**src/rtl/tlb_pkg.sv**
```systemverilog
package tlb_pkg;

  typedef enum logic [2:0] {
    PG_4K  = 3'd0,
    PG_16K = 3'd1,
    PG_64K = 3'd2,
    PG_2M  = 3'd3,
    PG_BIG = 3'd4
  } pg_size_e;

  typedef enum logic [1:0] {
    ACC_RD  = 2'd0,
    ACC_WR  = 2'd1,
    ACC_EX  = 2'd2,
    ACC_RD2 = 2'd3
  } acc_e;

  // Log2 of the page size in bytes; unknown codes fall back to 4KB.
  function automatic int unsigned pg_shift(input logic [2:0] sz, input bit is_data);
    case (pg_size_e'(sz))
      PG_16K:  return 14;
      PG_64K:  return 16;
      PG_2M:   return 21;
      PG_BIG:  return is_data ? 29 : 25;
      default: return 12;
    endcase
  endfunction

  // Byte mask of the in-page offset.
  function automatic logic [63:0] off_mask(input logic [2:0] sz, input bit is_data);
    return (64'd1 << pg_shift(sz, is_data)) - 64'd1;
  endfunction

  // Permission bit required by an access kind.
  function automatic logic acc_allowed(input logic [2:0] perm, input logic [1:0] acc);
    case (acc_e'(acc))
      ACC_WR:  return perm[1];
      ACC_EX:  return perm[2];
      default: return perm[0];
    endcase
  endfunction

endpackage

```
**src/rtl/tlb_first_sel.sv**
```systemverilog
module tlb_first_sel #(
  parameter int N = 48,
  localparam int IW = $clog2(N)
) (
  input  logic          clk,
  input  logic          rst_n,
  input  logic [N-1:0]  req,
  output logic [IW-1:0] idx,
  output logic          any
);

  always_comb begin
    idx = '0;
    any = 1'b0;
    for (int i = N - 1; i >= 0; i--) begin
      if (req[i]) begin
        idx = IW'(i);
        any = 1'b1;
      end
    end
  end

  // the chosen index is requesting and no lower index is
  p_lowest_r8: assert property (@(posedge clk) disable iff (!rst_n)
    any |-> (req[idx] && ((req & ((N'(1) << idx) - N'(1))) == '0)));

  // no selection is reported while a request is pending
  p_none_r1: assert property (@(posedge clk) disable iff (!rst_n)
    !any |-> (req == '0));

endmodule

```
**src/rtl/tlb_cam.sv**
```systemverilog
module tlb_cam #(
  parameter int N       = 48,
  parameter int VA_W    = 48,
  parameter int PA_W    = 40,
  parameter bit IS_DATA = 1'b1,
  localparam int IW = $clog2(N),
  localparam int TW = VA_W - 12,
  localparam int FW = PA_W - 12
) (
  input  logic          clk,
  input  logic          rst_n,
  input  logic [TW-1:0] lk_vpn,
  input  logic          wr_en,
  input  logic [IW-1:0] wr_idx,
  input  logic [TW-1:0] wr_vpn,
  input  logic [FW-1:0] wr_pfn,
  input  logic [2:0]    wr_size,
  input  logic [2:0]    wr_perm,
  input  logic          inval,
  input  logic [IW-1:0] rd_idx,
  output logic [N-1:0]  match,
  output logic [N-1:0]  valid_vec,
  output logic [FW-1:0] rd_pfn,
  output logic [2:0]    rd_size,
  output logic [2:0]    rd_perm
);

  logic [N-1:0]  vld_q;
  logic [TW-1:0] tag_q  [N];
  logic [FW-1:0] pfn_q  [N];
  logic [2:0]    sz_q   [N];
  logic [2:0]    perm_q [N];

  // valid bits reset, cleared as a group; invalidate beats fill
  always_ff @(posedge clk or negedge rst_n) begin
    if (!rst_n)     vld_q <= '0;
    else if (inval) vld_q <= '0;
    else if (wr_en) vld_q[wr_idx] <= 1'b1;
  end

  always_ff @(posedge clk) begin
    if (wr_en && !inval) begin
      tag_q[wr_idx]  <= wr_vpn;
      pfn_q[wr_idx]  <= wr_pfn;
      sz_q[wr_idx]   <= wr_size;
      perm_q[wr_idx] <= wr_perm;
    end
  end

  // every entry compares in parallel with its own size mask
  for (genvar g = 0; g < N; g++) begin : g_ent
    logic [TW-1:0] keep;
    assign keep     = TW'(~(tlb_pkg::off_mask(sz_q[g], IS_DATA) >> 12));
    assign match[g] = vld_q[g] && (((lk_vpn ^ tag_q[g]) & keep) == '0);
  end

  assign valid_vec = vld_q;
  assign rd_pfn    = pfn_q[rd_idx];
  assign rd_size   = sz_q[rd_idx];
  assign rd_perm   = perm_q[rd_idx];

  // the whole buffer is empty one edge after an invalidate
  p_inval_clear_r9: assert property (@(posedge clk) disable iff (!rst_n)
    inval |=> (vld_q == '0));

  // the slot chosen for a fill is valid afterwards
  p_fill_lands_r7: assert property (@(posedge clk) disable iff (!rst_n)
    (wr_en && !inval) |=> vld_q[$past(wr_idx)]);

endmodule

```
**src/rtl/tlb_l1.sv**
```systemverilog
module tlb_l1 #(
  parameter int ENTRIES = 48,
  parameter int VA_W    = 48,
  parameter int PA_W    = 40,
  parameter bit IS_DATA = 1'b1,
  localparam int IW = $clog2(ENTRIES),
  localparam int TW = VA_W - 12,
  localparam int FW = PA_W - 12
) (
  input  logic            clk,
  input  logic            rst_n,
  input  logic            lk_valid,
  input  logic [VA_W-1:0] lk_va,
  input  logic [1:0]      lk_acc,
  input  logic            fill_en,
  input  logic [TW-1:0]   fill_vpn,
  input  logic [FW-1:0]   fill_pfn,
  input  logic [2:0]      fill_size,
  input  logic [2:0]      fill_perm,
  input  logic            inval_all,
  output logic            rsp_valid,
  output logic            rsp_hit,
  output logic [PA_W-1:0] rsp_pa,
  output logic            rsp_abort,
  output logic            miss_req,
  output logic [VA_W-1:0] miss_va
);

  // Named internal events
  logic [ENTRIES-1:0] match, valid_vec;
  logic [IW-1:0]      hit_idx, free_idx, wr_idx, rr_q;
  logic               hit_any, free_any, fill_take, rr_use, perm_ok;
  logic [FW-1:0]      sel_pfn;
  logic [2:0]         sel_size, sel_perm;
  logic [63:0]        off64;
  logic [PA_W-1:0]    pa_c;

  tlb_cam #(.N(ENTRIES), .VA_W(VA_W), .PA_W(PA_W), .IS_DATA(IS_DATA)) u_cam (
    .clk(clk), .rst_n(rst_n), .lk_vpn(lk_va[VA_W-1:12]),
    .wr_en(fill_take), .wr_idx(wr_idx), .wr_vpn(fill_vpn), .wr_pfn(fill_pfn),
    .wr_size(fill_size), .wr_perm(fill_perm), .inval(inval_all),
    .rd_idx(hit_idx), .match(match), .valid_vec(valid_vec),
    .rd_pfn(sel_pfn), .rd_size(sel_size), .rd_perm(sel_perm)
  );

  // lowest-numbered match wins
  tlb_first_sel #(.N(ENTRIES)) u_hit_sel (
    .clk(clk), .rst_n(rst_n), .req(match), .idx(hit_idx), .any(hit_any)
  );

  // lowest-numbered empty slot
  tlb_first_sel #(.N(ENTRIES)) u_free_sel (
    .clk(clk), .rst_n(rst_n), .req(~valid_vec), .idx(free_idx), .any(free_any)
  );

  assign fill_take = fill_en && !inval_all;
  assign rr_use    = fill_take && !free_any;
  assign wr_idx    = free_any ? free_idx : rr_q;

  always_ff @(posedge clk or negedge rst_n) begin
    if (!rst_n)      rr_q <= '0;
    else if (rr_use) rr_q <= (int'(rr_q) == ENTRIES - 1) ? '0 : rr_q + IW'(1);
  end

  // frame bits above the page offset, address bits below it
  assign off64   = tlb_pkg::off_mask(sel_size, IS_DATA);
  assign pa_c    = PA_W'(({{(64-PA_W){1'b0}}, sel_pfn, 12'h000} & ~off64) |
                         ({{(64-VA_W){1'b0}}, lk_va} & off64));
  assign perm_ok = tlb_pkg::acc_allowed(sel_perm, lk_acc);

  // single registered response stage
  always_ff @(posedge clk or negedge rst_n) begin
    if (!rst_n) begin
      rsp_valid <= 1'b0;
      rsp_hit   <= 1'b0;
      rsp_pa    <= '0;
      rsp_abort <= 1'b0;
      miss_req  <= 1'b0;
      miss_va   <= '0;
    end else begin
      rsp_valid <= lk_valid;
      rsp_hit   <= lk_valid && hit_any;
      rsp_abort <= lk_valid && hit_any && !perm_ok;
      rsp_pa    <= (lk_valid && hit_any) ? pa_c : '0;
      miss_req  <= lk_valid && !hit_any;
      if (lk_valid) miss_va <= lk_va;
    end
  end

  p_resp_lat_r4: assert property (@(posedge clk) disable iff (!rst_n)
    lk_valid |=> rsp_valid);
  p_resp_idle_r4: assert property (@(posedge clk) disable iff (!rst_n)
    !lk_valid |=> !rsp_valid);
  p_abort_hit_r5: assert property (@(posedge clk) disable iff (!rst_n)
    rsp_abort |-> rsp_hit);
  p_hit_xor_miss_r6: assert property (@(posedge clk) disable iff (!rst_n)
    rsp_valid |-> (rsp_hit != miss_req));
  p_miss_va_r6: assert property (@(posedge clk) disable iff (!rst_n)
    miss_req |-> (miss_va == $past(lk_va)));
  p_offset_r3: assert property (@(posedge clk) disable iff (!rst_n)
    rsp_hit |-> (rsp_pa[11:0] == $past(lk_va[11:0])));
  p_rr_range_r7: assert property (@(posedge clk) disable iff (!rst_n)
    int'(rr_q) < ENTRIES);
  p_rr_hold_r7: assert property (@(posedge clk) disable iff (!rst_n)
    (fill_take && free_any) |=> $stable(rr_q));

endmodule

```
**config.mk**
```make
export PLATFORM = sky130hd
export DESIGN_NAME = tlb_l1
export DESIGN_NICKNAME = d
export VERILOG_FILES = /design/src/rtl/tlb_pkg.sv /design/src/rtl/tlb_first_sel.sv /design/src/rtl/tlb_cam.sv /design/src/rtl/tlb_l1.sv
export SDC_FILE = /design/constraint.sdc
export NUM_CORES = 2
export LEC_CHECK = 0
export ABC_AREA = 1
export BUFFER_PORTS_ARGS = -buffer_cell sky130_fd_sc_hd__buf_2
export CAP_MARGIN = 10
export CORE_UTILIZATION = 35
export DETAILED_ROUTE_END_ITERATION = 16
export GPL_ROUTABILITY_DRIVEN = 0
export PLACE_DENSITY_LB_ADDON = 0.08
export REMOVE_ABC_BUFFERS = 1
export SYNTH_ARGS = -nofsm -noshare
export SYNTH_HDL_FRONTEND = slang
export SYNTH_SLANG_ARGS = --single-unit
```
**constraint.sdc**
```tcl
create_clock -name clk -period 9.81 [get_ports clk]
set_input_delay 0.981 -clock clk [delete_from_list [all_inputs] [get_ports clk]]
set_output_delay 0.981 -clock clk [all_outputs]
set_load 0.01 [all_outputs]
```
==> impl_metrics.json <==
{
  "run_status": "finished clean",
  "multi_input_area_sq_mm": 0.0374,
  "ys_async_sr_fraction": 0.0416,
  "synth-edff-count": 3360,
  "htreeDepth": 5,
  "clk_pin_slew_ns": 0.06,
  "core_sq_mm": 0.414,
  "syn2layout_area_growth_pct": 15.2,
  "path_buf_inv": 7,
  "grt_most_used_layer": "met2",
  "synthCells": 11449,
  "grt_use_total": 0.266,
  "post-cts-setup-buffer-count": 0,
  "layout_common_cells": "edfxtp_1 (3360), nand2_1 (1476), nor2_1 (1352), o21ai_0 (907), nand3_1 (745)",
  "vias_per_cell": 5.62,
  "nets": 11987,
  "cts.sinks": 3506,
  "cp_max_fo": 42,
  "layout_commonest_cell": "edfxtp_1",
  "grt_use_met2": 0.440,
  "cpMaxStageDelayCell": "nor4_1",
  "clock_latency_ns": 0.98,
  "ys_seq_elements": 3506,
  "cts-root-buf": "clkbuf_16",
  "cts_hold_buffers": 1,
  "max_cap_viol_count": 0,
  "dieArea_sq_mm": 0.420,
  "leakage_nw": 56.3,
  "ys_seq_area_frac": 0.716,
  "netlist.area_leader.share": 0.691,
  "wl_per_cell_microns": 32.3,
  "clock_skew_ns": 0.0389,
  "rsz0062_at_grt": "no",
  "irDropWorstVdd_mv": 0.153,
  "dp_hpwl_mm": 332,
  "critPathCaptureType": "register",
  "fin_ws_ns": 1.54,
  "num_vias": 99385,
  "pwr_density_cell_mw_per_mm2": 192,
  "synth_top_cells_by_area": "edfxtp_1 (69%), nand2_1 (3.8%), nor2_1 (3.6%), o21ai_0 (3.1%), xnor2_1 (2.7%)",
  "cpPeakStageDelay_ns": 0.73,
  "relSlewSlack": 0.0872,
  "post-place-ws_ns": 0.731,
  "period_share": 0.843,
  "cts_resized": 0,
  "timing.fmax_ghz": 0.121,
  "regToRegSetupSlack_ns": 1.89,
  "cts_buffers": 399,
  "grt_pass1_vias": 96304,
  "period_needed_ns": 8.27,
  "seq_area_sq_mm": 0.105,
  "die_w_microns": 648,
  "hold_viol_final": 0,
  "antenna_left": 0,
  "fillers": 38743,
  "drtIter0Drc": 11177,
  "antenna_found_initial": 42,
  "num_io_pins": 217,
  "crit_family": "simple AND/OR/NAND/NOR gates",
  "hp-class": "input port to register",
  "placementRows": 236,
  "tightest_slew_ns": 1.37,
  "routed_wl_mm": 571,
  "critPathRequiredTime_ns": 10.65,
  "worstPathArrival_ns": 9.11,
  "initial_core_util": 0.352,
  "grt_overflow": 0,
  "port_buffers": 216,
  "yosysWarningCount": 0,
  "grt_max_degree": 112,
  "drive_gt1_frac": 0.120,
  "power_mw": 32.3,
  "setup_violations": 0,
  "finalMaxSlewViolations": 0,
  "worst_path_most_repeated_cell": "nand2_1",
  "post_synth_num_cell_types": 63,
  "remaining_drc_errors": 0,
  "avgSynthCellArea_sq_um": 12.8,
  "dr.pass1.iters": 6,
  "use_met1": 0.360,
  "worstSetupStartpointType": "input port",
  "grt_pass1_wl_mm": 783,
  "synthFlopType": "edfxtp_1",
  "yosysTopAreaCell": "edfxtp_1",
  "tritoncts": "built",
  "die_y_microns": 648,
  "grtUsageMet3": 0.0308,
  "criticalPathCategory": "input port to register",
  "synth_area_sq_mm": 0.146,
  "clk_path_buf_depth": 4
}
final timing paths:
check                             startpoint                  end  cells past startpoint
min                             fill_vpn[24]  u_cam.tag_q[34][24]                      1
max in group asynchronous              rst_n              rsp_hit                      3
max reg2reg                u_cam.sz_q[47][1]           rsp_pa[28]                     70
min in group asynchronous              rst_n          miss_va[44]                      2
min reg2reg                       miss_va[2]           miss_va[2]                      2
max                                lk_va[43]           rsp_pa[28]                     63
sequential cells by signal, summed over array words and instances, names as in the netlist:
register	flops
rsp_abort	1
u_cam.valid_vec	48
u_cam.sz_q	144
u_cam.pfn_q	1344
u_cam.perm_q	144
miss_req	1
u_cam.tag_q	1728
rsp_valid	1
rr_q	6
rsp_hit	1
rsp_pa	40
miss_va	48
metrics by stage:
step / cells / util / area, sq um / setup TNS [ns] / hold slack [ns]
finish: 17683 / 0.406 / 168000 / 0 / 0.228
global route: 17670 / 0.406 / 168000 / 0 / 0.190
CTS: 17662 / 0.406 / 168000 / 0 / 0.143
detailed placement: 16931 / 0.376 / 156000 / 0 / 0.457
global placement: 16928 / 0.376 / 156000 / 0 / 0.449
floorplan: 10762 / - / 143000 / -713.88 / 0.468
routing by layer:
layer	vias to the layer above	share of wire
met3	877	0.061
met4	8	0.040
met1	51398	0.43
met2	4104	0.47
met5	-	0.000075
li1	42998	-
cell type report:
class / instances / share of cell area
diodes: 21 / 0.000313
clock buffers: 540 / 0.0651
clock inverters: 190 / 0.00897
inverters: 338 / 0.00772
multi-input cells: 6918 / 0.222
flip-flops and latches: 3506 / 0.622
well taps: 5474 / 0.0407
repair buffers: 696 / 0.0330
kinds of logic (layout without fill, tap and decap cells):
kind of cell    Yosys count  count (layout)  synth area share
simple gates           4107            4107             0.121
fa+ha+maj                 3               3          0.000257
flops                  3506            3506             0.716
other cells               0              21                 0
buf+inv                1025            1764            0.0310
mux                       3               3          0.000206
xor+xnor                669             669            0.0401
compound gates         2136            2136            0.0917
where the power goes:
part | switching, mW | internal (mW) | total (mW)
Combinational | 1.00 | 0.304 | 1.31
Sequential | 0.0194 | 16.4 | 16.5
Clock | 6.20 | 8.31 | 14.5
cell usage after synthesis (7+ instances only):
cell type	n
a2111oi_0	37
a211o_1	17
a211oi_1	76
a21oi_1	138
a221o_1	30
a221oi_1	104
a22o_1	105
a31oi_1	36
a32o_1	22
a41oi_1	23
buf_1	91
buf_2	299
buf_4	60
buf_6	10
clkbuf_1	225
dfrtp_1	146
edfxtp_1	3360
inv_1	310
inv_2	24
nand2_1	1478
nand3_1	746
nand3b_1	20
nand4_1	112
nor2_1	1400
nor3_1	34
nor4_1	143
nor4b_1	10
o2111ai_1	28
o211ai_1	30
o21ai_0	908
o21ai_1	141
o221ai_1	111
o22ai_1	282
o31ai_1	7
o41ai_1	10
or2_1	7
or2_2	128
or3_1	7
or4_1	7
xnor2_1	457
xor2_1	212
No activity file was read; power rests on OpenSTA's default activity.
